File: src/rtl/cfc_pkg.sv
package cfc_pkg;

  typedef enum logic [1:0] {
    MODE_IDLE   = 2'b00,
    MODE_A_ONLY = 2'b01,
    MODE_PASS   = 2'b10,
    MODE_ALL    = 2'b11
  } mode_e;

  typedef struct packed {
    logic a_en;
    logic b_en;
    logic pass;
  } route_t;

  function automatic route_t decode_mode(input logic [1:0] code);
    route_t r;
    r = '0;
    unique case (mode_e'(code))
      MODE_IDLE:   r = '{a_en: 1'b0, b_en: 1'b0, pass: 1'b0};
      MODE_A_ONLY: r = '{a_en: 1'b1, b_en: 1'b0, pass: 1'b0};
      MODE_PASS:   r = '{a_en: 1'b1, b_en: 1'b1, pass: 1'b1};
      MODE_ALL:    r = '{a_en: 1'b1, b_en: 1'b1, pass: 1'b0};
      default:     r = '0;
    endcase
    return r;
  endfunction

  function automatic int cnt_bits(input int limit);
    return (limit < 1) ? 1 : $clog2(limit + 1);
  endfunction

endpackage

File: src/rtl/cfc_mode_decode.sv
module cfc_mode_decode
  import cfc_pkg::*;
(
  input  logic [1:0] mode_sel,
  output route_t     route
);

  always_comb begin
    route = decode_mode(mode_sel);
  end

endmodule

File: src/rtl/cfc_ref_watch.sv
module cfc_ref_watch
  import cfc_pkg::*;
#(
  parameter int TIMEOUT_CYC = 16
) (
  input  logic samp_clk,
  input  logic rst_n,
  input  logic ref_clk,
  output logic ref_edge,
  output logic pwr_down
);

  localparam int CW = cnt_bits(TIMEOUT_CYC);
  localparam logic [CW-1:0] LAST = CW'(TIMEOUT_CYC - 1);

  logic          sync_q1;
  logic          sync_q2;
  logic          prev_q;
  logic [CW-1:0] quiet_cnt;

  always_ff @(posedge samp_clk or negedge rst_n) begin
    if (!rst_n) begin
      sync_q1 <= 1'b0;
      sync_q2 <= 1'b0;
      prev_q  <= 1'b0;
    end else begin
      sync_q1 <= ref_clk;
      sync_q2 <= sync_q1;
      prev_q  <= sync_q2;
    end
  end

  assign ref_edge = sync_q2 & ~prev_q;

  always_ff @(posedge samp_clk or negedge rst_n) begin
    if (!rst_n) begin
      quiet_cnt <= '0;
      pwr_down  <= 1'b1;
    end else if (ref_edge) begin
      quiet_cnt <= '0;
      pwr_down  <= 1'b0;
    end else if (!pwr_down) begin
      if (quiet_cnt == LAST) begin
        quiet_cnt <= '0;
        pwr_down  <= 1'b1;
      end else begin
        quiet_cnt <= quiet_cnt + 1'b1;
      end
    end
  end

endmodule

File: src/rtl/cfc_lock_timer.sv
module cfc_lock_timer
  import cfc_pkg::*;
#(
  parameter int LOCK_CYC = 8
) (
  input  logic samp_clk,
  input  logic rst_n,
  input  logic hold,
  output logic locked
);

  localparam int LW = cnt_bits(LOCK_CYC);
  localparam logic [LW-1:0] LAST = LW'(LOCK_CYC - 1);

  logic [LW-1:0] wait_cnt;

  always_ff @(posedge samp_clk or negedge rst_n) begin
    if (!rst_n) begin
      wait_cnt <= '0;
      locked   <= 1'b0;
    end else if (hold) begin
      wait_cnt <= '0;
      locked   <= 1'b0;
    end else if (!locked) begin
      if (wait_cnt == LAST) begin
        locked <= 1'b1;
      end else begin
        wait_cnt <= wait_cnt + 1'b1;
      end
    end
  end

endmodule

File: src/rtl/cfc_fanout.sv
module cfc_fanout #(
  parameter int NUM_A = 4,
  parameter int NUM_B = 4
) (
  input  logic             ref_clk,
  input  logic             pll_clk,
  input  logic             pass,
  input  logic             a_oe,
  input  logic             b_oe,
  input  logic             f_oe,
  output logic [NUM_A-1:0] a_clk,
  output logic [NUM_B-1:0] b_clk,
  output logic             f_clk
);

  logic src_clk;

  assign src_clk = pass ? ref_clk : pll_clk;
  assign f_clk   = src_clk & f_oe;

  for (genvar i = 0; i < NUM_A; i++) begin : g_bank_a
    assign a_clk[i] = src_clk & a_oe;
  end

  for (genvar j = 0; j < NUM_B; j++) begin : g_bank_b
    assign b_clk[j] = src_clk & b_oe;
  end

endmodule

File: src/rtl/clk_fanout_ctrl.sv
module clk_fanout_ctrl
  import cfc_pkg::*;
#(
  parameter int NUM_A       = 4,
  parameter int NUM_B       = 4,
  parameter int TIMEOUT_CYC = 16,
  parameter int LOCK_CYC    = 8
) (
  input  logic             samp_clk,
  input  logic             rst_n,
  input  logic             ref_clk,
  input  logic             pll_clk,
  input  logic [1:0]       mode_sel,
  output logic [NUM_A-1:0] bank_a_clk,
  output logic [NUM_B-1:0] bank_b_clk,
  output logic             fb_clk,
  output logic             bank_a_oe,
  output logic             bank_b_oe,
  output logic             fb_oe,
  output logic             pll_run,
  output logic             pwr_down
);

  route_t route;
  logic   ref_edge;
  logic   pll_hold;
  logic   locked;
  logic   out_ok;

  cfc_mode_decode u_decode (
    .mode_sel (mode_sel),
    .route    (route)
  );

  cfc_ref_watch #(
    .TIMEOUT_CYC (TIMEOUT_CYC)
  ) u_watch (
    .samp_clk (samp_clk),
    .rst_n    (rst_n),
    .ref_clk  (ref_clk),
    .ref_edge (ref_edge),
    .pwr_down (pwr_down)
  );

  assign pll_hold = pwr_down | route.pass;
  assign pll_run  = ~pll_hold;

  cfc_lock_timer #(
    .LOCK_CYC (LOCK_CYC)
  ) u_lock (
    .samp_clk (samp_clk),
    .rst_n    (rst_n),
    .hold     (pll_hold),
    .locked   (locked)
  );

  assign out_ok    = ~pwr_down & (locked | route.pass);
  assign bank_a_oe = out_ok & route.a_en;
  assign bank_b_oe = out_ok & route.b_en;
  assign fb_oe     = ~pwr_down;

  cfc_fanout #(
    .NUM_A (NUM_A),
    .NUM_B (NUM_B)
  ) u_fanout (
    .ref_clk (ref_clk),
    .pll_clk (pll_clk),
    .pass    (route.pass),
    .a_oe    (bank_a_oe),
    .b_oe    (bank_b_oe),
    .f_oe    (fb_oe),
    .a_clk   (bank_a_clk),
    .b_clk   (bank_b_clk),
    .f_clk   (fb_clk)
  );

endmodule

File: config.mk
export PLATFORM = sky130hd
export DESIGN_NAME = clk_fanout_ctrl
export DESIGN_NICKNAME = d
export VERILOG_FILES = /design/src/rtl/cfc_pkg.sv /design/src/rtl/cfc_mode_decode.sv /design/src/rtl/cfc_ref_watch.sv /design/src/rtl/cfc_lock_timer.sv /design/src/rtl/cfc_fanout.sv /design/src/rtl/clk_fanout_ctrl.sv
export SDC_FILE = /design/constraint.sdc
export NUM_CORES = 1
export LEC_CHECK = 0
export ABC_CLOCK_PERIOD_IN_PS = 2740
export BUFFER_PORTS_ARGS = -buffer_cell sky130_fd_sc_hd__buf_2
export CORE_ASPECT_RATIO = 1.25
export CORE_MARGIN = 1
export CORE_UTILIZATION = 28
export DETAILED_ROUTE_END_ITERATION = 6
export GPL_ROUTABILITY_DRIVEN = 0
export PLACE_DENSITY = 0.49
export SLEW_MARGIN = 20
export SYNTH_ARGS = -nofsm -noshare
export SYNTH_HDL_FRONTEND = slang
export SYNTH_SLANG_ARGS = --single-unit
File: constraint.sdc
create_clock -name samp_clk -period 2.74 [get_ports samp_clk]
set_input_delay 0.274 -clock samp_clk [delete_from_list [all_inputs] [get_ports samp_clk]]
set_output_delay 0.274 -clock samp_clk [all_outputs]
set_load 0.02 [all_outputs]
==> results.md <==
- Outcome: completed
- Delay-heaviest family, CP: flip-flops
- FF+latch area: 352 um^2
- Cell Rows: 20
- N_diodes: 0
- Buf+Inv Stages, Crit Path: 2
- CTS Root Cell: clkbuf_4
- Final Hold Fails: 0
- DRT iter0 DRCs: 6
- Initial Util: between 20 and 30%
- Worst reg2reg path depth: 4
- Fmax: 0.558 GHz
- PortBufs: 19
- First-pass DRT Iterations: 4
- Non-filler cells, final: about 120
- Post-CTS setup repair buffer count: 0
- Final period utilization: 65.4%
- Internal Power: 428 uW
- Detail Placement HPWL: 1.02 mm
- Async S/R FF share, synth: 100%
- Rel. slew slack: between 70 and 80%
- Worst VDD drop: just over 0.4 mV
- Num CTS Buffers: 3
- Hold path start: ref_clk
- Critical path class: reg2out
- CTS tree: done
- Power Dens Cells: a little over 800 nW/um^2
- WL final: 1.35 mm
- Crit path required time: 2.47 ns
- Clock tree buffer depth: 2
- Tightest Hold Check Type: in2reg
- Slew at the pin with the worst max-slew slack: 0.417 ns
- Post-Syn Area: a little over 700 um^2
- Post-cts resize count: 0
- CP Cell Sequence: inv_1 > a211oi_1 > nor2b_1 > buf_2
- Comb power frac: a little over a third
- Endpoints failing setup: 0
- Hold-fix buffers, CTS: 1
- GRT overflow: 0
- Register area share after synthesis: between 40 and 50%
- Setup_tns: 0 ns
- Max_cap viols: 0
- R2R Path End: u_lock.wait_cnt[0]
- First-pass GRT wire length: around 2.1 mm
- CP Launch Type: flop
- Post-Syn Instances: 73
- H-tree levels: 1
- CP Capture Type: output port
- Placeable Area: about 2400 um^2
- DR WL/cell: about 11 um
- Nets: just under 100
- Number of global-route vias before repair: roughly 500
- CP max stage cell: dfrtp_1
- Multi-input combinational cell area: approximately 290 um^2
- Vias: ~570
- Synth top area cells: dfrtp_1 (46%), buf_4 (6.4%), a21oi_1 (5.0%)
- Area leader, netlist: dfrtp_1
- Critical Path AT: between 1.5 and 2 ns
- Initial antenna violation count: 0
- Die height: 58.2 um
- Reg2reg start: u_lock.wait_cnt[0]
- Worst setup path startpoint: u_lock.locked
- Pleak: 0.000408 uW
- Die area: approximately 2700 um^2
- Largest stage delay, worst path: between 0.4 and 0.5 ns
- Clock transition at the registers of the reported paths: roughly 0.08 ns
- Fillers: 270
- Post-synth cell types: 24
- Syn Area/Cell: between 9 and 10 um^2
- Boundary pin count: 20
- Number of synthesis warnings: 0
- Placed cell count: between 100 and 150
- Clock power frac: about 17%
- Hold Path Sink: u_watch.sync_q1
- Layout area overhead: 17.3%
- Sw Share: roughly 37%
- Syn_nets: just over 80
- Main synth FF type: dfrtp_1
- Clk sinks: 14
- Worst hold path depth: 1
- RSZ-0062 raised after global routing: false
- GRT Total Usage: 10.8%
- Fin. max-slew vios: 0
- CP max FO: 6
- Largest net degree at the start of global routing: 15
- R2R setup slack: around 1.3 ns
- Psw: 256 uW
- Synth top area share: approximately 46%
- Number of synthesized flops with an enable pin: 0
- #FFs+latches synth: 14
- Worst skew pair latency: roughly 0.27 ns
- # DRC: 0
- Vias/cell: 4.60
- Die Width: 46.9 um
- Post-Route Skew: 0.00103 ns
- Antenna-violating nets left: 0
- Part of the power in registers: roughly 48%
- Commonest cells post-synth: dfrtp_1 (13), nand2_1 (8), a21oi_1 (7)
- Top-count cell post-synth: dfrtp_1
- Share of cells above drive strength 1: approximately a quarter
- Period minus WS final: between 1.5 and 2 ns
==> layer usage <==
metal / track usage [%] / routed length (um)
met1: 12.8 / 615
met2: 18.3 / 690
met3: 2.80 / 40
met4: 3.67 / 6
met5: 0 / 0
==> kinds of logic after synthesis <==
group / count (synthesis) / share of synthesized area [%]
AND/OR/NAND/NOR: 31 / 23.5
flip-flops: 14 / 49.7
AO/OA/AOI/OAI: 12 / 9.91
buffers and inverters: 11 / 9.20
multiplexers: 2 / 2.83
adder cells (fa/ha/maj): 2 / 3.54
XOR/XNOR: 1 / 1.24
==> stage by stage <==
stage / instance area, um^2 / power, uW / utilization (%) / hold slack (ns) / setup WS [ns]
after global placement: 793 / 565 / 33.0 / 0.193 / 1.26
final: 830 / 685 / 34.5 / 0.125 / 0.949
after detailed placement: 793 / 568 / 33.0 / 0.188 / 1.24
after floorplan: 707 / 511 / - / -0.0216 / 0.551
after global routing: 830 / 737 / 34.5 / 0.119 / 0.848
after CTS: 830 / 695 / 34.5 / 0.113 / 0.933
==> sequential cells by signal, summed over array words and instances, names as in the netlist <==
register and count:
u_watch.quiet_cnt 5, u_lock.wait_cnt 4, u_lock.locked 1, u_watch.prev_q 1, u_watch.pwr_down 1, u_watch.sync_q1 1
u_watch.sync_q2 1
==> power groups by stage <==
stage	registers [uW]	logic, uW	clock network [uW]
CTS	328	241	125
detailed placement	330	239	0
global route	336	269	132
global placement	329	235	0
floorplan	314	197	0
finish	329	238	117
==> worst max path at each step <==
stage	to	cells past startpoint	slack [ns]
2_1_floorplan	bank_b_clk[1]	4	0.55
3_3_place_gp	bank_a_clk[3]	5	1.26
3_5_place_dp	bank_a_clk[2]	5	1.24
4_1_cts	bank_b_clk[2]	4	0.93
5_1_grt	bank_b_clk[0]	4	0.85
6_report	bank_b_clk[2]	4	0.95
==> layout by cell type (no fill, tap or decap) <==
cell type	n
nor3_1	1
a21oi_1	7
dfstp_2	1
buf_2	19
a211oi_1	1
and3b_1	1
ha_1	2
o21ai_0	1
inv_1	4
nand2_1	8
o211ai_1	1
or3_1	3
nand3_1	4
dfrtp_1	13
nand4b_1	2
xnor2_1	1
clkbuf_1	1
and4_2	1
mux2i_1	2
nand2b_1	2
clkbuf_4	3
nor2b_1	4
dlygate4sd3_1	1
nor2_1	5
a41oi_1	1
a31oi_1	1
==> layout make-up <==
class	instances	share of cell area, %
timing repair buffer	20	12.7
clock buffer	4	3.17
sequential	14	42.4
multi-input combinational	48	35.0
tap	33	4.98
inverter	4	1.81
(Power assumes the default switching activity.)
